**src/rtl/i2c_tgt_pkg.sv**
```systemverilog
package i2c_tgt_pkg;
  localparam int OWN_W  = 10;
  localparam int BYTE_W = 8;
  localparam int HI_W   = OWN_W - BYTE_W;
  localparam logic [4:0] TEN_MARK = 5'b11110;

  typedef enum logic [3:0] {
    ST_IDLE,
    ST_ADDR,
    ST_HACK,
    ST_ADDR2,
    ST_AACK,
    ST_RX,
    ST_RACK,
    ST_TX,
    ST_TACK
  } tgt_state_e;
endpackage

```
**src/rtl/i2c_line_sync.sv**
```systemverilog
module i2c_line_sync #(
  parameter int STAGES = 2
) (
  input  logic clk,
  input  logic rst_n,
  input  logic scl_in,
  input  logic sda_in,
  output logic sda_s,
  output logic scl_rise,
  output logic scl_fall,
  output logic start_det,
  output logic stop_det
);
  logic [STAGES-1:0] scl_chain;
  logic [STAGES-1:0] sda_chain;
  logic scl_prev, sda_prev;
  logic scl_now;

  genvar g;
  generate
    for (g = 0; g < STAGES; g++) begin : g_chain
      if (g == 0) begin : g_first
        always_ff @(posedge clk or negedge rst_n) begin
          if (!rst_n) begin
            scl_chain[0] <= 1'b1;
            sda_chain[0] <= 1'b1;
          end else begin
            scl_chain[0] <= scl_in;
            sda_chain[0] <= sda_in;
          end
        end
      end else begin : g_next
        always_ff @(posedge clk or negedge rst_n) begin
          if (!rst_n) begin
            scl_chain[g] <= 1'b1;
            sda_chain[g] <= 1'b1;
          end else begin
            scl_chain[g] <= scl_chain[g-1];
            sda_chain[g] <= sda_chain[g-1];
          end
        end
      end
    end
  endgenerate

  assign scl_now = scl_chain[STAGES-1];
  assign sda_s   = sda_chain[STAGES-1];

  always_ff @(posedge clk or negedge rst_n) begin
    if (!rst_n) begin
      scl_prev <= 1'b1;
      sda_prev <= 1'b1;
    end else begin
      scl_prev <= scl_now;
      sda_prev <= sda_s;
    end
  end

  assign scl_rise  = scl_now & ~scl_prev;
  assign scl_fall  = ~scl_now & scl_prev;
  assign start_det = scl_now & scl_prev & sda_prev & ~sda_s;
  assign stop_det  = scl_now & scl_prev & ~sda_prev & sda_s;
endmodule

```
**src/rtl/i2c_addr_cmp.sv**
```systemverilog
module i2c_addr_cmp
  import i2c_tgt_pkg::*;
(
  input  logic [BYTE_W-1:0] rx_byte,
  input  logic [OWN_W-1:0]  own_addr,
  input  logic              ten_bit,
  input  logic              gc_en,
  input  logic              ten_armed,
  output logic              gc_hit,
  output logic              own7_hit,
  output logic              hdr_wr_hit,
  output logic              hdr_rd_hit,
  output logic              low_hit
);
  logic hdr_form;

  assign hdr_form   = (rx_byte[BYTE_W-1 -: 5] == TEN_MARK) &&
                      (rx_byte[HI_W:1] == own_addr[OWN_W-1 -: HI_W]);
  assign gc_hit     = gc_en && (rx_byte == '0);
  assign own7_hit   = !ten_bit && (rx_byte[BYTE_W-1:1] == own_addr[BYTE_W-2:0]);
  assign hdr_wr_hit = ten_bit && hdr_form && !rx_byte[0];
  assign hdr_rd_hit = ten_bit && hdr_form && rx_byte[0] && ten_armed;
  assign low_hit    = (rx_byte == own_addr[BYTE_W-1:0]);
endmodule

```
**src/rtl/i2c_tgt_ctrl.sv**
```systemverilog
module i2c_tgt_ctrl
  import i2c_tgt_pkg::*;
(
  input  logic              clk,
  input  logic              rst_n,
  input  logic              sda_s,
  input  logic              scl_rise,
  input  logic              scl_fall,
  input  logic              start_det,
  input  logic              stop_det,
  input  logic [OWN_W-1:0]  own_addr,
  input  logic              ten_bit,
  input  logic              gc_en,
  input  logic              data_ack_en,
  input  logic [BYTE_W-1:0] tx_data,
  output logic              sda_pull,
  output logic              dir,
  output logic [BYTE_W-1:0] rx_data,
  output logic              addr_match,
  output logic              gc_strobe,
  output logic              rx_strobe,
  output logic              tx_strobe
);
  localparam int CW = $clog2(BYTE_W + 1);
  localparam logic [CW-1:0] FULL = CW'(BYTE_W);
  localparam logic [CW-1:0] ONE  = CW'(1);

  tgt_state_e        state_q, state_d;
  logic [BYTE_W-1:0] sh_q, sh_d;
  logic [BYTE_W-1:0] rxd_q, rxd_d;
  logic [CW-1:0]     cnt_q, cnt_d;
  logic pull_q, pull_d;
  logic rw_q, rw_d;
  logic armed_q, armed_d;
  logic nack_q, nack_d;
  logic am_q, am_d, gc_q, gc_d, rxv_q, rxv_d, txr_q, txr_d;

  logic gc_hit, own7_hit, hdr_wr_hit, hdr_rd_hit, low_hit;

  i2c_addr_cmp u_cmp (
    .rx_byte   (sh_q),
    .own_addr  (own_addr),
    .ten_bit   (ten_bit),
    .gc_en     (gc_en),
    .ten_armed (armed_q),
    .gc_hit    (gc_hit),
    .own7_hit  (own7_hit),
    .hdr_wr_hit(hdr_wr_hit),
    .hdr_rd_hit(hdr_rd_hit),
    .low_hit   (low_hit)
  );

  always_comb begin
    state_d = state_q;
    sh_d    = sh_q;
    rxd_d   = rxd_q;
    cnt_d   = cnt_q;
    pull_d  = pull_q;
    rw_d    = rw_q;
    armed_d = armed_q;
    nack_d  = nack_q;
    am_d    = 1'b0;
    gc_d    = 1'b0;
    rxv_d   = 1'b0;
    txr_d   = 1'b0;

    if (stop_det) begin
      state_d = ST_IDLE;
      pull_d  = 1'b0;
      armed_d = 1'b0;
      cnt_d   = '0;
    end else if (start_det) begin
      state_d = ST_ADDR;
      pull_d  = 1'b0;
      cnt_d   = '0;
    end else begin
      case (state_q)
        ST_ADDR, ST_ADDR2, ST_RX: begin
          if (scl_rise && cnt_q != FULL) begin
            sh_d  = {sh_q[BYTE_W-2:0], sda_s};
            cnt_d = cnt_q + ONE;
            if (state_q == ST_RX && cnt_q == FULL - ONE) begin
              rxd_d = {sh_q[BYTE_W-2:0], sda_s};
              rxv_d = 1'b1;
            end
          end else if (scl_fall && cnt_q == FULL) begin
            cnt_d = '0;
            if (state_q == ST_ADDR) begin
              if (gc_hit) begin
                pull_d = 1'b1; rw_d = 1'b0; gc_d = 1'b1; state_d = ST_AACK;
              end else if (own7_hit) begin
                pull_d = 1'b1; rw_d = sh_q[0]; am_d = 1'b1; state_d = ST_AACK;
              end else if (hdr_wr_hit) begin
                pull_d = 1'b1; armed_d = 1'b0; state_d = ST_HACK;
              end else if (hdr_rd_hit) begin
                pull_d = 1'b1; rw_d = 1'b1; am_d = 1'b1; state_d = ST_AACK;
              end else begin
                state_d = ST_IDLE;
              end
            end else if (state_q == ST_ADDR2) begin
              if (low_hit) begin
                pull_d = 1'b1; rw_d = 1'b0; am_d = 1'b1; armed_d = 1'b1;
                state_d = ST_AACK;
              end else begin
                state_d = ST_IDLE;
              end
            end else begin
              pull_d  = data_ack_en;
              state_d = ST_RACK;
            end
          end
        end
        ST_HACK, ST_RACK: begin
          if (scl_fall) begin
            pull_d  = 1'b0;
            cnt_d   = '0;
            state_d = (state_q == ST_HACK) ? ST_ADDR2 : ST_RX;
          end
        end
        ST_AACK: begin
          if (scl_fall) begin
            cnt_d = '0;
            if (rw_q) begin
              sh_d    = tx_data;
              pull_d  = ~tx_data[BYTE_W-1];
              txr_d   = 1'b1;
              state_d = ST_TX;
            end else begin
              pull_d  = 1'b0;
              state_d = ST_RX;
            end
          end
        end
        ST_TX: begin
          if (scl_rise && cnt_q != FULL) begin
            cnt_d = cnt_q + ONE;
          end else if (scl_fall && cnt_q == FULL) begin
            pull_d  = 1'b0;
            state_d = ST_TACK;
          end else if (scl_fall && cnt_q != '0) begin
            sh_d   = {sh_q[BYTE_W-2:0], 1'b0};
            pull_d = ~sh_q[BYTE_W-2];
          end
        end
        ST_TACK: begin
          if (scl_rise) begin
            nack_d = sda_s;
          end else if (scl_fall) begin
            cnt_d = '0;
            if (nack_q) begin
              pull_d  = 1'b0;
              state_d = ST_IDLE;
            end else begin
              sh_d    = tx_data;
              pull_d  = ~tx_data[BYTE_W-1];
              txr_d   = 1'b1;
              state_d = ST_TX;
            end
          end
        end
        default: ;
      endcase
    end
  end

  always_ff @(posedge clk or negedge rst_n) begin
    if (!rst_n) begin
      state_q <= ST_IDLE;
      sh_q    <= '0;
      rxd_q   <= '0;
      cnt_q   <= '0;
      pull_q  <= 1'b0;
      rw_q    <= 1'b0;
      armed_q <= 1'b0;
      nack_q  <= 1'b0;
      am_q    <= 1'b0;
      gc_q    <= 1'b0;
      rxv_q   <= 1'b0;
      txr_q   <= 1'b0;
    end else begin
      state_q <= state_d;
      sh_q    <= sh_d;
      rxd_q   <= rxd_d;
      cnt_q   <= cnt_d;
      pull_q  <= pull_d;
      rw_q    <= rw_d;
      armed_q <= armed_d;
      nack_q  <= nack_d;
      am_q    <= am_d;
      gc_q    <= gc_d;
      rxv_q   <= rxv_d;
      txr_q   <= txr_d;
    end
  end

  assign sda_pull   = pull_q;
  assign dir        = rw_q;
  assign rx_data    = rxd_q;
  assign addr_match = am_q;
  assign gc_strobe  = gc_q;
  assign rx_strobe  = rxv_q;
  assign tx_strobe  = txr_q;
endmodule

```
**src/rtl/i2c_target_matcher.sv**
```systemverilog
module i2c_target_matcher
  import i2c_tgt_pkg::*;
#(
  parameter int SYNC_STAGES = 2
) (
  input  logic              clk,
  input  logic              rst_n,
  input  logic              scl_in,
  input  logic              sda_in,
  output logic              sda_pull,
  input  logic [OWN_W-1:0]  cfg_own_addr,
  input  logic              cfg_ten_bit,
  input  logic              cfg_gc_en,
  input  logic              cfg_data_ack_en,
  input  logic [BYTE_W-1:0] tx_data,
  output logic [BYTE_W-1:0] rx_data,
  output logic              addr_match,
  output logic              general_call_hit,
  output logic              dir,
  output logic              rx_byte_valid,
  output logic              tx_byte_request
);
  logic sda_s, scl_rise, scl_fall, start_det, stop_det;

  i2c_line_sync #(.STAGES(SYNC_STAGES)) u_sync (
    .clk      (clk),
    .rst_n    (rst_n),
    .scl_in   (scl_in),
    .sda_in   (sda_in),
    .sda_s    (sda_s),
    .scl_rise (scl_rise),
    .scl_fall (scl_fall),
    .start_det(start_det),
    .stop_det (stop_det)
  );

  i2c_tgt_ctrl u_ctrl (
    .clk        (clk),
    .rst_n      (rst_n),
    .sda_s      (sda_s),
    .scl_rise   (scl_rise),
    .scl_fall   (scl_fall),
    .start_det  (start_det),
    .stop_det   (stop_det),
    .own_addr   (cfg_own_addr),
    .ten_bit    (cfg_ten_bit),
    .gc_en      (cfg_gc_en),
    .data_ack_en(cfg_data_ack_en),
    .tx_data    (tx_data),
    .sda_pull   (sda_pull),
    .dir        (dir),
    .rx_data    (rx_data),
    .addr_match (addr_match),
    .gc_strobe  (general_call_hit),
    .rx_strobe  (rx_byte_valid),
    .tx_strobe  (tx_byte_request)
  );
endmodule

```
**config.mk**
```make
export PLATFORM = sky130hd
export DESIGN_NAME = i2c_target_matcher
export DESIGN_NICKNAME = d
export VERILOG_FILES = /design/src/rtl/i2c_tgt_pkg.sv /design/src/rtl/i2c_line_sync.sv /design/src/rtl/i2c_addr_cmp.sv /design/src/rtl/i2c_tgt_ctrl.sv /design/src/rtl/i2c_target_matcher.sv
export SDC_FILE = /design/constraint.sdc
export NUM_CORES = 1
export LEC_CHECK = 0
export CORE_MARGIN = 2
export CORE_UTILIZATION = 23
export CTS_CLUSTER_SIZE = 20
export DETAILED_ROUTE_END_ITERATION = 8
export DONT_BUFFER_PORTS = 1
export GPL_ROUTABILITY_DRIVEN = 0
export PLACE_DENSITY_LB_ADDON = 0.15
export SYNTH_ARGS = -nofsm -noshare
export SYNTH_HDL_FRONTEND = slang
export SYNTH_SLANG_ARGS = --single-unit
```
**constraint.sdc**
```tcl
create_clock -name clk -period 1.9 [get_ports clk]
set_input_delay 0.38 -clock clk [delete_from_list [all_inputs] [get_ports clk]]
set_output_delay 0.38 -clock clk [all_outputs]
set_load 0.005 [all_outputs]
```
==> results of run 1 <==
-- how the worst max path moves through the flow --
stage | slack (ns) | to | cells past startpoint
6_report | -0.05 | u_ctrl.cnt_q[3] | 8
3_5_place_dp | -0.16 | u_ctrl.sda_pull | 7
3_3_place_gp | -0.16 | u_ctrl.sda_pull | 6
2_1_floorplan | 0.04 | u_ctrl.cnt_q[3] | 8
4_1_cts | -0.01 | u_ctrl.sh_q[1] | 8
5_1_grt | -0.11 | u_ctrl.sda_pull | 7
-- power by group --
part	internal (mW)	leakage (nW)	switching [mW]	total [mW]
Clock	0.429	0.0585	0.315	0.744
Combinational	1.85	1.04	1.60	3.45
Sequential	0.994	0.481	0.205	1.20
-- kinds of logic after synthesis --
kind of cell               Yosys count  synth area share (%)
xor gates and xnor gates            18                  6.41
muxes                               25                  11.5
DFF                                 38                  38.9
adders and majority gates            2                  1.02
and+or+nand+nor                     86                  20.3
buffers and inverters               23                  5.08
AOI/OAI and AO/OA                   61                  16.8
-- what timing repair did --
| item | in CTS | in global routing |
|---|---|---|
| hold endpoints to repair | 38 | 0 |
| setup endpoints to repair | 17 | 17 |
| resized for setup | 23 | 29 |
| buffers inserted | 3 | 11 |
| hold buffers | 2 | 0 |
| pin swaps | 6 | 13 |
-- metrics by stage --
stage,cells,hold WS (ns),worst slack (ns)
6_report,467,0.0818,-0.0506
5_1_grt,467,0.0499,-0.113
4_1_cts,456,0.0642,-0.0131
3_5_place_dp,443,0.0857,-0.164
3_3_place_gp,443,0.0857,-0.164
2_1_floorplan,253,0.0844,0.0360
-- metal layers --
layer	part of all wire [%]	wire, um	vias to the layer above	GRT usage (%)
li1	-	-	1066	-
met1	46	3600	1057	18.4
met2	48	3710	50	21.4
met3	4.6	360	10	3.27
met4	1.6	127	0	4.76
met5	0	0	-	0
-- registers in the layout, summed over array words and instances, names as in the netlist --
signal and flops:
u_ctrl.rx_strobe 1, u_ctrl.sh_q 8, u_ctrl.cnt_q 4, u_ctrl.gc_strobe 1, u_ctrl.rx_data 8, u_sync.scl_chain 1
u_ctrl.nack_q 1, u_ctrl.addr_match 1, u_ctrl.tx_strobe 1, u_sync.scl_now 1, u_ctrl.armed_q 1, u_sync.sda_prev 1
u_ctrl.state_q 4, u_ctrl.dir 1, u_sync.sda_s 1, u_sync.sda_chain 1, u_sync.scl_prev 1, u_ctrl.sda_pull 1
-- cells in the mapped netlist, drive strengths merged, types with 2 or more instances --
master / instances / area share, %
mux2: 23 / 11
o31ai: 3 / 1.3
o22ai: 4 / 1.3
nor3b: 2 / 0.81
dfstp: 6 / 6.4
a211oi: 3 / 0.92
nand2b: 8 / 2.3
nand2: 18 / 2.8
inv: 9 / 1.4
a31oi: 3 / 0.76
and2: 2 / 0.51
nor2: 16 / 2.5
nand4: 2 / 0.51
clkbuf: 2 / 0.31
nor4: 8 / 3.2
dfrtp: 32 / 33
nor2b: 8 / 2.0
o21ai: 15 / 3.2
ha: 2 / 1.0
mux2i: 2 / 0.81
nor3: 4 / 0.81
and2b: 2 / 0.61
a21oi: 19 / 4.0
xor2: 18 / 6.4
buf: 12 / 3.4
a221oi: 2 / 0.97
nand3: 10 / 2.0
-- worst max-delay path: stages (launching register included) --
cell      delay, ns
dfrtp_1        0.42
buf_4          0.17
buf_6          0.13
or3_4          0.37
a221o_1        0.37
o221ai_4       0.11
and2_1         0.17
o21ai_1        0.07
o31ai_2        0.06
-- layout make-up --
type | instances | area (um2) | area share (%)
multi-input combinational | 192 | 1600 | 44.6
tap | 136 | 170 | 4.75
sequential | 38 | 961 | 26.8
clock buffer | 7 | 86.3 | 2.41
clock inverter | 1 | 30.0 | 0.839
inverter | 9 | 33.8 | 0.943
timing repair buffer | 84 | 702 | 19.6
==> flow_summary_export.csv, run 1 <==
group,metric,value,unit
critical_path,path_class,"flip-flop to flip-flop",
place,place_area,3050,um2
sta,fin_crit_sh,103,%
route,wire_per_inst,16.7,um
clock_tree,cts.sinks,38,
sta,drv_slew,0,
die,initial_core_util,23.7,%
sta,hold_viol_final,0,
final_layout,syn_to_final_growth,45.5,%
clock_tree,numCtsBuffers,5,
place,portBuffers,0,
sta,relSlewSlack,72.9,%
critical_path,worst_ep_required_time,2.11,ns
clock_tree,cts_max_level,2,
sta,tns,-0.216,ns
final_layout,utilization,34.5,%
sta,worst_pin_slew,0.404,ns
final_layout,most-common-layout-cells,"74 x buf_4, 30 x dfrtp_1, 18 x xor2_1, 17 x nand2_1",
critical_path,r2r-end,"u_ctrl.cnt_q[3]",
route,viasPerCell,4.67,
logic_synthesis,yosysWarningCount,0,
power,p_per_area,1510,nW/um2
route,vias,2183,
final_layout,fin_nets,357,
route,first_pass_iters,4,
clock_tree,cts.clk_slew.worst_paths,0.09,ns
logic_synthesis,yosysSeqAreaShare,38.9,%
global_route,grt_overflow_total,0,
final_layout,n_fill_cell,1100,
logic_synthesis,netlist_area,2460,um2
route,totalWireLength,7790,um
power,fin_total_pwr,5.39,mW
critical_path,worst-endpoint-arrival,2.16,ns
hold_path,min_from,"scl_in",
sta,min_period,1.95,ns
logic_synthesis,synth_flop_cell,"dfrtp_1",
logic_synthesis,ys_ff_latch,38,
critical_path,r2r_slack,-0.05,ns
hold_path,hold_depth,0,
route,drt_iter0_markers,114,
die,die_y,107,um
sta,finalWorstSetupSlack,-0.0506,ns
die,die_x,107,um
global_route,antenna_found_initial,0,
sta,setup_viol,10,
critical_path,r2r-start,"u_ctrl.state_q[3]",
global_route,groute.usage.overall,13.7,%
critical_path,rr_worst_depth,8,
die,die_area,11500,um2
clock_tree,clockBufferDepth,2,
final_layout,layout.cells.most_common,"buf_4",
critical_path,crit_path_max_fanout,7,
sta,clock_skew,0.0102,ns
critical_path,end_kind,"flip-flop",
logic_synthesis,synth_cell_type_count,61,
logic_synthesis,ys_async_sr_fraction,100,%
flow_run,cap_violations,0,
clock_tree,root_buffer,"clkbuf_8",
logic_synthesis,syn_area_per_cell,9.73,um2
global_route,grt_max_degree,39,
global_route,grt_pass1_vias,2261,
die,row_count,37,
place,hpwl,5750,um
route,drc,0,
die,io_pins,39,
power,ir_drop,0.000389,V
critical_path,crit_start,"u_ctrl.state_q[3]",
status,status,"finished, violations left",
status,violations,"negative setup slack",
logic_synthesis,synthCells,253,
clock_tree,tritoncts,"yes",
hold_path,hold_path_end,"u_sync.scl_chain[0]",
final_layout,fin_area,3580,um2
global_route,grt_first_pass_wirelength,12100,um
critical_path,start_kind,"flip-flop",
logic_synthesis,synth-edff-count,0,
final_layout,drive_above_1_share,48.6,%
final_layout,antenna_cells,0,
die,core-area,10400,um2
clock_tree,clkLatencyLatePin,0.30,ns
route,drtAntennaViolNets,0,
sta,grt_setup_unrepaired,"true",
hold_path,hold_class,"input pin to flip-flop",
logic_synthesis,syn-num-nets,280,
power,p_leak,1.58,nW
sta,timing.fmax,0.513,GHz
Power figures use the tool's default switching activity.
==> run 2: changes to the inputs <==
--- a/config.mk
+++ b/config.mk
@@ -5,6 +5,7 @@
 export SDC_FILE = /design/constraint.sdc
 export NUM_CORES = 1
 export LEC_CHECK = 0
+export ABC_AREA = 1
 export CORE_MARGIN = 2
 export CORE_UTILIZATION = 23
 export CTS_CLUSTER_SIZE = 20
==> run 2 against run 1 <==
Effect of this change:
- synthesized cell count rose by 39%
- combinational power shrank 34%
- synthesized area fell by 1.5%
- sequential power is 7% lower
- die area decreased by 1.4%
- flip-flop and latch count stayed put
- clock power down 5.6%
- the run now ends clean
- critical endpoint is now u_ctrl.sh_q[5]
- clock skew is 0.0037 ns higher
- maximum frequency rose by 4.4%
- first-iteration DRC count fell by 32%
- sequential share of layout area is 4.8 points higher
==> flow_summary_export.csv, run 2 <==
group,metric,value,unit
sta,hold_viol_final,0,
sta,timing.fmax,0.535,GHz
power,p_leak,1.48,nW
critical_path,worst-path-buf-inv,4,
final_layout,fin_area,3030,um2
sta,clock_skew,0.0139,ns
critical_path,r2r-end,"u_ctrl.sh_q[5]",
sta,grt_setup_unrepaired,"true",
sta,finalWorstSetupSlack,0.0319,ns
sta,fin_crit_sh,98.3,%
logic_synthesis,synth-edff-count,0,
logic_synthesis,netlist_area,2420,um2
die,io_pins,39,
final_layout,fin_cells,523,
critical_path,rr_worst_depth,13,
clock_tree,clkLatencyLatePin,0.29,ns
final_layout,multi_input_area,1310,um2
critical_path,cp_common_cell,"nand2_2",
hold_path,hold_class,"input pin to flip-flop",
critical_path,worst_ep_required_time,2.11,ns
clock_tree,numCtsBuffers,5,
critical_path,path_class,"flip-flop to flip-flop",
final_layout,antenna_cells,0,
final_layout,drive_above_1_share,23.8,%
clock_tree,cts.clk_slew.worst_paths,0.09,ns
critical_path,crit_path_max_fanout,8,
clock_tree,clockBufferDepth,2,
route,drtAntennaViolNets,0,
clock_tree,cts.sinks,38,
flow_run,cap_violations,0,
route,drc,0,
critical_path,worstPathCellList,"inv_2 > ha_4 > inv_2 > nor2_4 > nand2_2 > nand2_2 > nand2_2 > inv_1 > or2_4 > nor3_4 > clkbuf_16 > nand2_1 > o21ai_2",
power,p_per_area,1340,nW/um2
logic_synthesis,yosysTopAreaCell,"dfrtp_1",
critical_path,crit_family,"simple AND/OR/NAND/NOR gates",
global_route,grt_pass1_vias,2181,
critical_path,worst-endpoint-arrival,2.08,ns
final_layout,seq_area,960,um2
logic_synthesis,yosysMostFrequentCell,"nand2_1",
critical_path,cpPeakStageDelay,0.37,ns
place,place_area,2730,um2
final_layout,n_fill_cell,1173,
route,maxUsedRoutingLayer,"met4",
clock_tree,root_buffer,"clkbuf_8",
die,row_count,37,
die,initial_core_util,23.6,%
clock_tree,cts_max_level,2,
die,core-area,10300,um2
logic_synthesis,netlist.area_leader.share,33.0,%
sta,setup_viol,0,
power,ir_drop,0.000436,V
final_layout,utilization,29.5,%
route,wl_met2,2990,um
global_route,grt_max_degree,39,
die,die_y,107,um
logic_synthesis,synth_cell_type_count,29,
critical_path,r2r_slack,0.03,ns
sta,drv_slew,0,
route,drt_iter0_markers,78,
place,dpl_worst_slack,-0.0110,ns
final_layout,syn_to_final_growth,24.9,%
critical_path,start_kind,"flip-flop",
final_layout,fin_nets,413,
logic_synthesis,yosysWarningCount,0,
final_layout,layout.cells.most_common,"nand2_1",
status,status,"completed",
route,wirelength_met1,3380,um
hold_path,hold_path_end,"u_sync.sda_chain[0]",
logic_synthesis,yosysSeqAreaShare,39.5,%
power,fin_total_pwr,4.07,mW
place,portBuffers,0,
route,wl_met3,338,um
logic_synthesis,ys_ff_latch,38,
route,viasPerCell,4.23,
hold_path,min_from,"sda_in",
route,totalWireLength,6750,um
logic_synthesis,synth_flop_cell,"dfrtp_1",
hold_path,hold_depth,0,
die,die_x,107,um
logic_synthesis,synthTopCellsByArea,"dfrtp_1 33%, nand2_1 17%, o21ai_0 8.3%",
route,wire_per_inst,12.9,um
sta,relSlewSlack,66.2,%
global_route,grt_overflow_total,0,
clock_tree,tritoncts,"yes",
route,vias,2211,
final_layout,most-common-layout-cells,"106 x nand2_1, 40 x inv_1, 33 x o21ai_0, 31 x dfrtp_1, 30 x nor2_1",
logic_synthesis,synth_common_cells,"112 x nand2_1, 47 x inv_1, 40 x o21ai_0",
sta,worst_pin_slew,0.501,ns
critical_path,end_kind,"flip-flop",
sta,min_period,1.87,ns
place,dp_cells,505,
die,die_area,11400,um2
logic_synthesis,synthCells,352,
global_route,groute.usage.overall,12.2,%
logic_synthesis,ys_async_sr_fraction,100,%
critical_path,r2r-start,"u_ctrl.cnt_q[0]",
critical_path,cpMaxStageDelayCell,"dfrtp_1",
route,first_pass_iters,4,
logic_synthesis,syn-num-nets,379,
logic_synthesis,syn_area_per_cell,6.89,um2
global_route,grt_first_pass_wirelength,10800,um
place,hpwl,5320,um
global_route,antenna_found_initial,0,
[run 2: metrics by stage]
| step | TNS (ns) | hold WS (ns) |
|---|---|---|
| after CTS | 0 | 0.0608 |
| after global routing | -0.326 | 0.0441 |
| after global placement | 0 | 0.0862 |
| final | 0 | 0.0739 |
| after floorplan | 0 | 0.0844 |
| after detailed placement | -0.0110 | 0.0864 |
[run 2: cell families (layout without fill, tap and decap cells)]
kind of cell | count (synthesis) | after routing | synth area share (%)
AO/OA/AOI/OAI | 49 | 49 | 11.0
XOR/XNOR | 6 | 6 | 2.17
adder cells (fa/ha/maj) | 2 | 2 | 1.03
buffers and inverters | 54 | 89 | 9.29
flip-flops | 38 | 38 | 39.5
AND/OR/NAND/NOR | 203 | 203 | 37.0
[run 2: area by class of cell]
class / count / area share [%]
sequential: 38 / 31.7
clock inverter: 3 / 1.49
tap: 136 / 5.62
timing repair buffer: 32 / 9.42
multi-input combinational: 260 / 43.3
clock buffer: 5 / 2.27
inverter: 49 / 6.20
[run 2: power breakdown]
| group | total [mW] | switching, mW | leakage [nW] | internal, mW |
|---|---|---|---|---|
| Sequential | 1.11 | 0.153 | 0.488 | 0.953 |
| Combinational | 2.26 | 1.31 | 0.945 | 0.951 |
| Clock | 0.702 | 0.311 | 0.0504 | 0.391 |
[run 2: worst max path at each step]
stage	from	to	slack, ns	cells past startpoint
3_3_place_gp	u_ctrl.state_q[3]	u_ctrl.cnt_q[1]	0.05	12
2_1_floorplan	u_ctrl.cnt_q[0]	u_ctrl.sh_q[3]	0.12	12
5_1_grt	u_ctrl.cnt_q[0]	u_ctrl.sh_q[6]	-0.07	13
4_1_cts	u_ctrl.cnt_q[0]	u_ctrl.state_q[0]	0.009	14
3_5_place_dp	u_ctrl.cnt_q[0]	u_ctrl.state_q[2]	-0.01	13
6_report	u_ctrl.cnt_q[0]	u_ctrl.sh_q[5]	0.03	13
[run 2: routing by layer]
layer  vias up  track usage (%)
li1       1176                -
met1       997             16.8
met2        36             19.6
met3         2             2.67
met4         0             2.78
met5         -                0
[run 2: repair_timing]
action	CTS	global route
pin swaps	0	4
cloned	0	1
endpoints found under the setup margin	1	17
gates resized for setup	1	34
endpoints found under the hold margin	38	0
hold buffers	2	0
buffers inserted	0	7
